**src/rtl/dcl_pkg.sv**
```systemverilog
package dcl_pkg;

    typedef enum logic [1:0] {
        LN_INVALID  = 2'd0,
        LN_VALID    = 2'd1,
        LN_MODIFIED = 2'd2
    } line_st_e;

    typedef enum logic [2:0] {
        F_IDLE,
        F_FILL,
        F_WTWR,
        F_DONE,
        F_PUSHWB
    } fsm_e;

    typedef enum logic [1:0] {
        OP_READ,
        OP_WRITE,
        OP_PUSH
    } op_e;

    localparam int CTRL_W       = 32;
    localparam int CTRL_PA_BIT  = 14;
    localparam int CTRL_DROP_BIT = 20;

    // State a line takes after a push command
    function automatic line_st_e push_result(line_st_e cur, logic inv, logic drop);
        if (cur == LN_INVALID || inv || drop)
            return LN_INVALID;
        return LN_VALID;
    endfunction

    // State a line takes once its fill completes
    function automatic line_st_e fill_result(logic is_write);
        return is_write ? LN_MODIFIED : LN_VALID;
    endfunction

endpackage

```
**src/rtl/dcl_line_array.sv**
```systemverilog
module dcl_line_array
    import dcl_pkg::*;
#(
    parameter int NLINES = 4,
    parameter int TAG_W  = 26,
    parameter int WORDS  = 4,
    parameter int DW     = 32,
    localparam int IDX_W  = $clog2(NLINES),
    localparam int WSEL_W = $clog2(WORDS)
) (
    input  logic                       clk,
    input  logic                       rst,
    input  logic [IDX_W-1:0]           rd_idx,
    output line_st_e                   rd_state,
    output logic [TAG_W-1:0]           rd_tag,
    output logic [WORDS-1:0][DW-1:0]   rd_line,
    input  logic [IDX_W-1:0]           wr_idx,
    input  logic                       st_we,
    input  line_st_e                   st_val,
    input  logic                       tag_we,
    input  logic [TAG_W-1:0]           tag_val,
    input  logic                       wd_we,
    input  logic [WSEL_W-1:0]          wd_sel,
    input  logic [DW-1:0]              wd_val
);
    line_st_e                 st_r  [NLINES];
    logic [TAG_W-1:0]         tag_r [NLINES];
    logic [WORDS-1:0][DW-1:0] dat_r [NLINES];
    logic [NLINES-1:0]        sel;

    genvar g;
    generate
        for (g = 0; g < NLINES; g++) begin : gen_sel
            assign sel[g] = (wr_idx == IDX_W'(g));
        end
    endgenerate

    always_ff @(posedge clk) begin
        if (rst) begin
            for (int i = 0; i < NLINES; i++) begin
                st_r[i]  <= LN_INVALID;
                tag_r[i] <= '0;
                dat_r[i] <= '0;
            end
        end else begin
            for (int i = 0; i < NLINES; i++) begin
                if (sel[i]) begin
                    if (st_we)  st_r[i]  <= st_val;
                    if (tag_we) tag_r[i] <= tag_val;
                    if (wd_we)  dat_r[i][wd_sel] <= wd_val;
                end
            end
        end
    end

    assign rd_state = st_r[rd_idx];
    assign rd_tag   = tag_r[rd_idx];
    assign rd_line  = dat_r[rd_idx];

endmodule

```
**src/rtl/dcl_push_buf.sv**
```systemverilog
module dcl_push_buf #(
    parameter int BASE_W = 28,
    parameter int WORDS  = 4,
    parameter int DW     = 32
) (
    input  logic                     clk,
    input  logic                     rst,
    input  logic                     load,
    input  logic                     clear,
    input  logic [BASE_W-1:0]        load_base,
    input  logic [WORDS-1:0][DW-1:0] load_line,
    output logic                     full,
    output logic [BASE_W-1:0]        base,
    output logic [WORDS-1:0][DW-1:0] line
);
    always_ff @(posedge clk) begin
        if (rst) begin
            full <= 1'b0;
            base <= '0;
            line <= '0;
        end else if (load) begin
            full <= 1'b1;
            base <= load_base;
            line <= load_line;
        end else if (clear) begin
            full <= 1'b0;
        end
    end
endmodule

```
**src/rtl/dcl_beat_ctr.sv**
```systemverilog
module dcl_beat_ctr #(
    parameter int WORDS = 4,
    localparam int WSEL_W = $clog2(WORDS)
) (
    input  logic              clk,
    input  logic              rst,
    input  logic              adv,
    output logic [WSEL_W-1:0] beat,
    output logic              last
);
    // WORDS is a power of two, so the counter wraps to zero after the last beat
    always_ff @(posedge clk) begin
        if (rst)      beat <= '0;
        else if (adv) beat <= beat + 1'b1;
    end

    assign last = (beat == WSEL_W'(WORDS - 1));
endmodule

```
**src/rtl/dcache_line_ctl.sv**
```systemverilog
module dcache_line_ctl
    import dcl_pkg::*;
#(
    parameter int ADDR_W = 32,
    parameter int DW     = 32,
    parameter int NLINES = 4,
    parameter int WORDS  = 4
) (
    input  logic              clk,
    input  logic              rst,
    input  logic              req_valid,
    output logic              req_ready,
    input  logic              req_write,
    input  logic              req_thru,
    input  logic [ADDR_W-1:0] req_addr,
    input  logic [DW-1:0]     req_wdata,
    output logic              rsp_valid,
    output logic [DW-1:0]     rsp_rdata,
    input  logic              push_valid,
    output logic              push_ready,
    input  logic [ADDR_W-1:0] push_addr,
    input  logic              push_inv,
    output logic              push_done,
    input  logic              ctrl_we,
    input  logic [31:0]       ctrl_wdata,
    output logic [31:0]       ctrl_rdata,
    output logic              mem_valid,
    input  logic              mem_ready,
    output logic              mem_write,
    output logic [ADDR_W-1:0] mem_addr,
    output logic [DW-1:0]     mem_wdata,
    input  logic [DW-1:0]     mem_rdata
);
    localparam int IDX_W  = $clog2(NLINES);
    localparam int WSEL_W = $clog2(WORDS);
    localparam int OFF_W  = WSEL_W + 2;
    localparam int TAG_W  = ADDR_W - IDX_W - OFF_W;
    localparam int BASE_W = TAG_W + IDX_W;

    fsm_e               fsm, fsm_nxt;
    op_e                op_q;
    logic [ADDR_W-1:0]  addr_q;
    logic [DW-1:0]      wdata_q;
    logic               merge_q;
    logic [CTRL_W-1:0]  ctrl_q;

    logic [ADDR_W-1:0]  look_addr;
    logic [IDX_W-1:0]   cur_idx;
    logic [TAG_W-1:0]   cur_tag;
    logic [WSEL_W-1:0]  wsel_q;
    logic               idle, hit, match_pa, drop;

    line_st_e                 ln_state;
    logic [TAG_W-1:0]         ln_tag;
    logic [WORDS-1:0][DW-1:0] ln_line;

    logic               st_we, tag_we, wd_we;
    line_st_e           st_val;
    logic [WSEL_W-1:0]  wd_sel;
    logic [DW-1:0]      wd_val;

    logic               pb_load, pb_clear, pb_full;
    logic [BASE_W-1:0]  pb_base;
    logic [WORDS-1:0][DW-1:0] pb_line;

    logic               beat_adv, beat_last;
    logic [WSEL_W-1:0]  beat;

    logic               req_fire, push_fire;

    assign idle       = (fsm == F_IDLE);
    assign req_ready  = idle;
    assign push_ready = idle && !req_valid;
    assign req_fire   = req_valid && req_ready;
    assign push_fire  = push_valid && push_ready;

    assign look_addr = !idle     ? addr_q   :
                       req_valid ? req_addr : push_addr;
    assign cur_idx   = look_addr[OFF_W +: IDX_W];
    assign cur_tag   = look_addr[ADDR_W-1 -: TAG_W];
    assign wsel_q    = addr_q[2 +: WSEL_W];

    assign hit      = (ln_state != LN_INVALID) && (ln_tag == cur_tag);
    assign match_pa = ctrl_q[CTRL_PA_BIT] ? hit : 1'b1;
    assign drop     = ctrl_q[CTRL_DROP_BIT];
    assign ctrl_rdata = ctrl_q;

    dcl_line_array #(
        .NLINES(NLINES), .TAG_W(TAG_W), .WORDS(WORDS), .DW(DW)
    ) u_lines (
        .clk(clk), .rst(rst),
        .rd_idx(cur_idx), .rd_state(ln_state), .rd_tag(ln_tag), .rd_line(ln_line),
        .wr_idx(cur_idx), .st_we(st_we), .st_val(st_val),
        .tag_we(tag_we), .tag_val(cur_tag),
        .wd_we(wd_we), .wd_sel(wd_sel), .wd_val(wd_val)
    );

    dcl_push_buf #(
        .BASE_W(BASE_W), .WORDS(WORDS), .DW(DW)
    ) u_pbuf (
        .clk(clk), .rst(rst),
        .load(pb_load), .clear(pb_clear),
        .load_base({ln_tag, cur_idx}), .load_line(ln_line),
        .full(pb_full), .base(pb_base), .line(pb_line)
    );

    dcl_beat_ctr #(
        .WORDS(WORDS)
    ) u_beat (
        .clk(clk), .rst(rst), .adv(beat_adv), .beat(beat), .last(beat_last)
    );

    always_comb begin
        fsm_nxt   = fsm;
        st_we     = 1'b0;
        st_val    = LN_INVALID;
        tag_we    = 1'b0;
        wd_we     = 1'b0;
        wd_sel    = wsel_q;
        wd_val    = wdata_q;
        pb_load   = 1'b0;
        pb_clear  = 1'b0;
        beat_adv  = 1'b0;
        mem_valid = 1'b0;
        mem_write = 1'b0;
        mem_addr  = '0;
        mem_wdata = '0;
        rsp_valid = 1'b0;
        push_done = 1'b0;
        case (fsm)
            F_IDLE: begin
                if (req_valid) begin
                    if (req_write && req_thru) begin
                        if (hit) begin
                            wd_we  = 1'b1;
                            wd_sel = req_addr[2 +: WSEL_W];
                            wd_val = req_wdata;
                        end
                        fsm_nxt = F_WTWR;
                    end else if (hit) begin
                        if (req_write) begin
                            wd_we  = 1'b1;
                            wd_sel = req_addr[2 +: WSEL_W];
                            wd_val = req_wdata;
                            st_we  = 1'b1;
                            st_val = LN_MODIFIED;
                        end
                        fsm_nxt = F_DONE;
                    end else begin
                        pb_load = (ln_state == LN_MODIFIED);
                        fsm_nxt = F_FILL;
                    end
                end else if (push_valid) begin
                    if (match_pa && ln_state != LN_INVALID) begin
                        st_we   = 1'b1;
                        st_val  = push_result(ln_state, push_inv, drop);
                        pb_load = (ln_state == LN_MODIFIED) && !drop;
                    end
                    fsm_nxt = pb_load ? F_PUSHWB : F_DONE;
                end
            end
            F_FILL: begin
                mem_valid = 1'b1;
                mem_addr  = {cur_tag, cur_idx, beat, 2'b00};
                if (mem_ready) begin
                    wd_we    = 1'b1;
                    wd_sel   = beat;
                    wd_val   = mem_rdata;
                    beat_adv = 1'b1;
                    if (beat_last) begin
                        st_we   = 1'b1;
                        st_val  = fill_result(op_q == OP_WRITE);
                        tag_we  = 1'b1;
                        fsm_nxt = F_DONE;
                    end
                end
            end
            F_WTWR: begin
                mem_valid = 1'b1;
                mem_write = 1'b1;
                mem_addr  = addr_q;
                mem_wdata = wdata_q;
                if (mem_ready)
                    fsm_nxt = F_DONE;
            end
            F_DONE: begin
                wd_we = merge_q;
                if (op_q == OP_PUSH) begin
                    push_done = 1'b1;
                    fsm_nxt   = F_IDLE;
                end else begin
                    rsp_valid = 1'b1;
                    fsm_nxt   = pb_full ? F_PUSHWB : F_IDLE;
                end
            end
            F_PUSHWB: begin
                mem_valid = 1'b1;
                mem_write = 1'b1;
                mem_addr  = {pb_base, beat, 2'b00};
                mem_wdata = pb_line[beat];
                if (mem_ready) begin
                    beat_adv = 1'b1;
                    if (beat_last) begin
                        pb_clear = 1'b1;
                        fsm_nxt  = (op_q == OP_PUSH) ? F_DONE : F_IDLE;
                    end
                end
            end
            default: fsm_nxt = F_IDLE;
        endcase
    end

    assign rsp_rdata = (rsp_valid && op_q == OP_READ) ? ln_line[wsel_q] : '0;

    always_ff @(posedge clk) begin
        if (rst) begin
            fsm     <= F_IDLE;
            op_q    <= OP_READ;
            addr_q  <= '0;
            wdata_q <= '0;
            merge_q <= 1'b0;
            ctrl_q  <= '0;
        end else begin
            fsm <= fsm_nxt;
            if (ctrl_we)
                ctrl_q <= ctrl_wdata;
            if (req_fire) begin
                op_q    <= req_write ? OP_WRITE : OP_READ;
                addr_q  <= req_addr;
                wdata_q <= req_wdata;
                merge_q <= req_write && !req_thru && !hit;
            end else if (push_fire) begin
                op_q    <= OP_PUSH;
                addr_q  <= push_addr;
                merge_q <= 1'b0;
            end else if (fsm == F_DONE) begin
                merge_q <= 1'b0;
            end
        end
    end

endmodule

```
**config.mk**
```make
export PLATFORM = sky130hd
export DESIGN_NAME = dcache_line_ctl
export DESIGN_NICKNAME = d
export VERILOG_FILES = /design/src/rtl/dcl_pkg.sv /design/src/rtl/dcl_line_array.sv /design/src/rtl/dcl_push_buf.sv /design/src/rtl/dcl_beat_ctr.sv /design/src/rtl/dcache_line_ctl.sv
export SDC_FILE = /design/constraint.sdc
export NUM_CORES = 2
export LEC_CHECK = 0
export BUFFER_PORTS_ARGS = -buffer_cell sky130_fd_sc_hd__buf_2
export CAP_MARGIN = 30
export CORE_MARGIN = 4
export CORE_UTILIZATION = 55
export CTS_CLUSTER_DIAMETER = 100
export CTS_CLUSTER_SIZE = 40
export DETAILED_ROUTE_END_ITERATION = 6
export PLACE_DENSITY = 0.74
export SYNTH_ARGS = -nofsm -noshare
export SYNTH_HDL_FRONTEND = slang
export SYNTH_HIERARCHICAL = 1
export SYNTH_SLANG_ARGS = --single-unit
```
**constraint.sdc**
```tcl
create_clock -name clk -period 19.45 [get_ports clk]
set_input_delay 2.9175 -clock clk [delete_from_list [all_inputs] [get_ports clk]]
set_output_delay 2.9175 -clock clk [all_outputs]
set_load 0.05 [all_outputs]
```
==> flow_summary.yaml <==
global_route:
  grt_pass1_vias: 28530
  grt_max_degree: 196
  overflow: 0
  grt_usage_pct: 29.75
  grt_first_pass_wirelength_mm: 183.8
  grt_antenna_before_repair: 7
worst_setup_path:
  cp.required_ps: 19780
  r2r_slack_ps: 10890
  reg2reg_depth: 20
  critPathKind: "input port to register"
  critical_path.most_common_cell: "buf_4"
  slowest_delay_ps: 850
  cp_slowest_cell: "buf_4"
  critPathLaunch: "req_valid"
  worst_setup_path_start_kind: "input port"
  cp_top_family: "buffers and inverters"
  rr_endpoint: "u_lines/dat_r[3][95]$_DFFE_PP_"
  crit_fanout: 68
  rr_startpoint: "fsm[0]$_SDFFE_PP0P_"
  crit_chain: "buf_2, buf_4, mux2i_1, o21ai_4, buf_4, buf_16, buf_4, mux4_2, nor2_1, inv_1, o2111ai_1, nor4b_2, and4_4, nand4_4, buf_4, mux2i_1, o211ai_1, nand2b_4, buf_4, o21bai_4, buf_4"
  end_kind: "register"
  critPathArrivalTime_ps: 10380
  critPathBufInv: 9
clock_tree:
  clk_pin_slew_ps: 120
  cts_setup_buffers: 0
  clk_latency_ps: 630
  cts.repair.resized: 0
  cts_tree: "built"
  cts_sinks: 885
  cts-root-buf: "clkbuf_16"
  cts_made_buffers: 34
  postCtsHoldBufs: 0
  clk_path_buf_depth: 3
  htree_num_levels: 2
sta:
  whs_ps: 476.5
  timing.fmax_mhz: 99.46
  rsz0062_at_grt: "false"
  tns_ps: 0
  finClkSkew_ps: 59.46
  setup_violations: 0
  post-route-min-period_ps: 10050
  finalCritPeriodShare_pct: 51.69
  drv_slew: 0
  timing.slew.headroom_pct: 30.45
  finalHoldViolations: 0
  worst_slew_pin_slew_ps: 1043
die:
  core-area_um2: 74950
  die_h_um: 284.0
  fp.dieW_um: 284.0
  dieArea_um2: 80670
  num_io_pins: 303
  initial_utilization_pct: 55.91
  row_count: 100
placed_design:
  gp_congestion: 0.9801
  dp_cells: 4260
  io_buffers: 302
  dpl.hpwl_mm: 77.60
cells_and_area:
  synthToLayoutAreaGrowth_pct: 8.238
  fin_cells: 4327
  final_nets: 3500
  drive_gt1_share_pct: 23.40
  utilization_pct: 60.52
power:
  p_seq_share_pct: 40.9
  p_leak_nw: 15.32
  power.internal_w: 0.003264
  max-vdd-ir-drop_mv: 0.1116
  p_switching_w: 0.002205
  switching_share_pct: 40.32
  pwr-share-clk_pct: 18.6
  pwr-share-comb_pct: 40.5
  power.density_nw_per_um2: 120.6
yosys:
  synth.ff_latch_count: 885
  syn_area_um2: 41900
  synth_edf_count: 624
  ys_top_cells_by_count: "edfxtp_1, nor3_1, dfxtp_1, nor2_1, clkbuf_1"
  yosys_warnings: 6
  post-synth-top-area-cell: "edfxtp_1"
  avgSynthCellArea_um2: 12.82
  netlist_top_cells_area: "edfxtp_1, dfxtp_1, mux4_2"
  yosysMostFrequentCell: "edfxtp_1"
  ys_async_sr_fraction_pct: 0
  synth_top_area_share_pct: 44.72
  syn-instance-count: 3269
  ys_types: 74
  syn_nets: 3439
  ys.flop_type: "edfxtp_1"
  synth.yosys.seq_area_share_pct: 57.19
detailed_routing:
  vias_per_cell: 6.757
  first_pass_iters: 6
  vias: 29240
  drc: 0
  drtIter0Drc: 3795
  wirelength_mm: 123.4
  wl_per_cell_um: 28.52
  ant_nets: 0
min_path:
  hp-start: "op_q[1]$_SDFFE_PP0P_"
  worstHoldPathType: "register to register"
  hold_depth: 2
  hold_end: "op_q[1]$_SDFFE_PP0P_"
outcome:
  status: "complete, no violations"
job:
  cap_violations: 0
[metrics by stage]
step	area, um^2	power, W	worst slack, ps
final	45360	0.005469	9396
after global routing	45350	0.005680	8968
after CTS	45270	0.005432	8804
after detailed placement	44030	0.004442	8134
after global placement	43760	0.004380	8294
after floorplan	41900	0.003830	8961
[cell families (layout without fill, tap and decap cells)]
logic type / count (synthesis) / in the layout / synth area share, %
adder cells (fa/ha/maj): 1 / 1 / 0.02985
flip-flops: 885 / 885 / 57.19
AND/OR/NAND/NOR: 1148 / 1148 / 14.30
XOR/XNOR: 30 / 30 / 0.6270
buffers and inverters: 403 / 489 / 4.571
other: 0 / 3 / 0
AO/OA/AOI/OAI: 361 / 361 / 6.160
multiplexers: 441 / 441 / 17.12
[flip-flops by register name, summed over array words and instances, names as in the netlist]
signal         flops
addr_q            32
ctrl_rdata        32
fsm                3
merge_q            1
op_q               2
u_beat/beat        2
u_lines/dat_r    512
u_lines/st_r       8
u_lines/tag_r    104
u_pbuf/base       28
u_pbuf/full        1
u_pbuf/line      128
wdata_q           32
[cells in the final DEF, fill, tap and decap left out, types with 5 or more instances in the layout]
cell	n
nor3_2	81
o21ai_0	64
o21bai_4	20
a21oi_1	77
nand2b_1	5
inv_12	6
clkbuf_16	37
inv_1	55
nand3_1	40
nand2_1	143
dfxtp_1	257
a311oi_1	32
a22o_1	60
edfxtp_1	624
nor2b_1	48
mux2i_1	217
nor2_1	244
buf_4	54
a2bb2oi_1	33
buf_2	301
and2_1	108
a221oi_1	34
mux4_2	220
buf_16	12
xnor2_1	26
nand4_1	6
clkbuf_1	5
and3_1	5
nor3_1	437
[per-layer routing]
metal	part of all wire, %	track usage (%)	vias up	wire, um
met5	0	0	-	0
met3	12	7.478	201	15270
li1	-	-	12440	-
met2	47	47.46	1831	58320
met1	38	41.52	14770	46580
met4	2.6	7.286	0	3223
[how the worst max path moves through the flow]
stage	to	cells past startpoint
floorplan	u_lines/dat_r[0][0]$_SDFFCE_PN0P_	24
global placement	u_lines/dat_r[3][127]$_DFFE_PP_	19
detailed placement	u_lines/dat_r[3][94]$_DFFE_PP_	19
CTS	u_lines/dat_r[3][95]$_DFFE_PP_	19
global route	u_lines/dat_r[3][125]$_DFFE_PP_	21
finish	u_lines/dat_r[3][95]$_DFFE_PP_	21
[area by class of cell]
type | count | area (um^2)
diodes | 3 | 7.507
clock buffers | 42 | 944.7
clock inverters | 19 | 286.5
fillers | 5738 | 29590
inverters | 56 | 210.2
multi-input cells | 1981 | 16390
flip-flops and latches | 885 | 23970
well taps | 969 | 1212
repair buffers | 372 | 2337
[worst reg2reg max path, stage by stage, from the launching register on]
cell	delay, ps
dfxtp_1	830
or3_4	690
nand2_1	200
o21ai_4	90
buf_4	170
buf_16	280
buf_4	670
mux4_2	620
nor2_1	310
inv_1	80
o2111ai_1	110
nor4b_2	80
and4_4	190
nand4_4	90
buf_4	550
mux2i_1	250
o211ai_1	570
nand2b_4	840
buf_4	870
o21bai_4	380
buf_4	400
[power by group through the flow]
stage	sequential [W]	clock, W	combinational, W
2_1_floorplan	0.00226	0	0.00157
3_3_place_gp	0.00227	0	0.00211
3_5_place_dp	0.00228	0	0.00216
4_1_cts	0.00224	0.00103	0.00217
5_1_grt	0.00225	0.00109	0.00233
6_report	0.00224	0.00101	0.00222
Note: power is estimated with default switching activity, not from simulation.
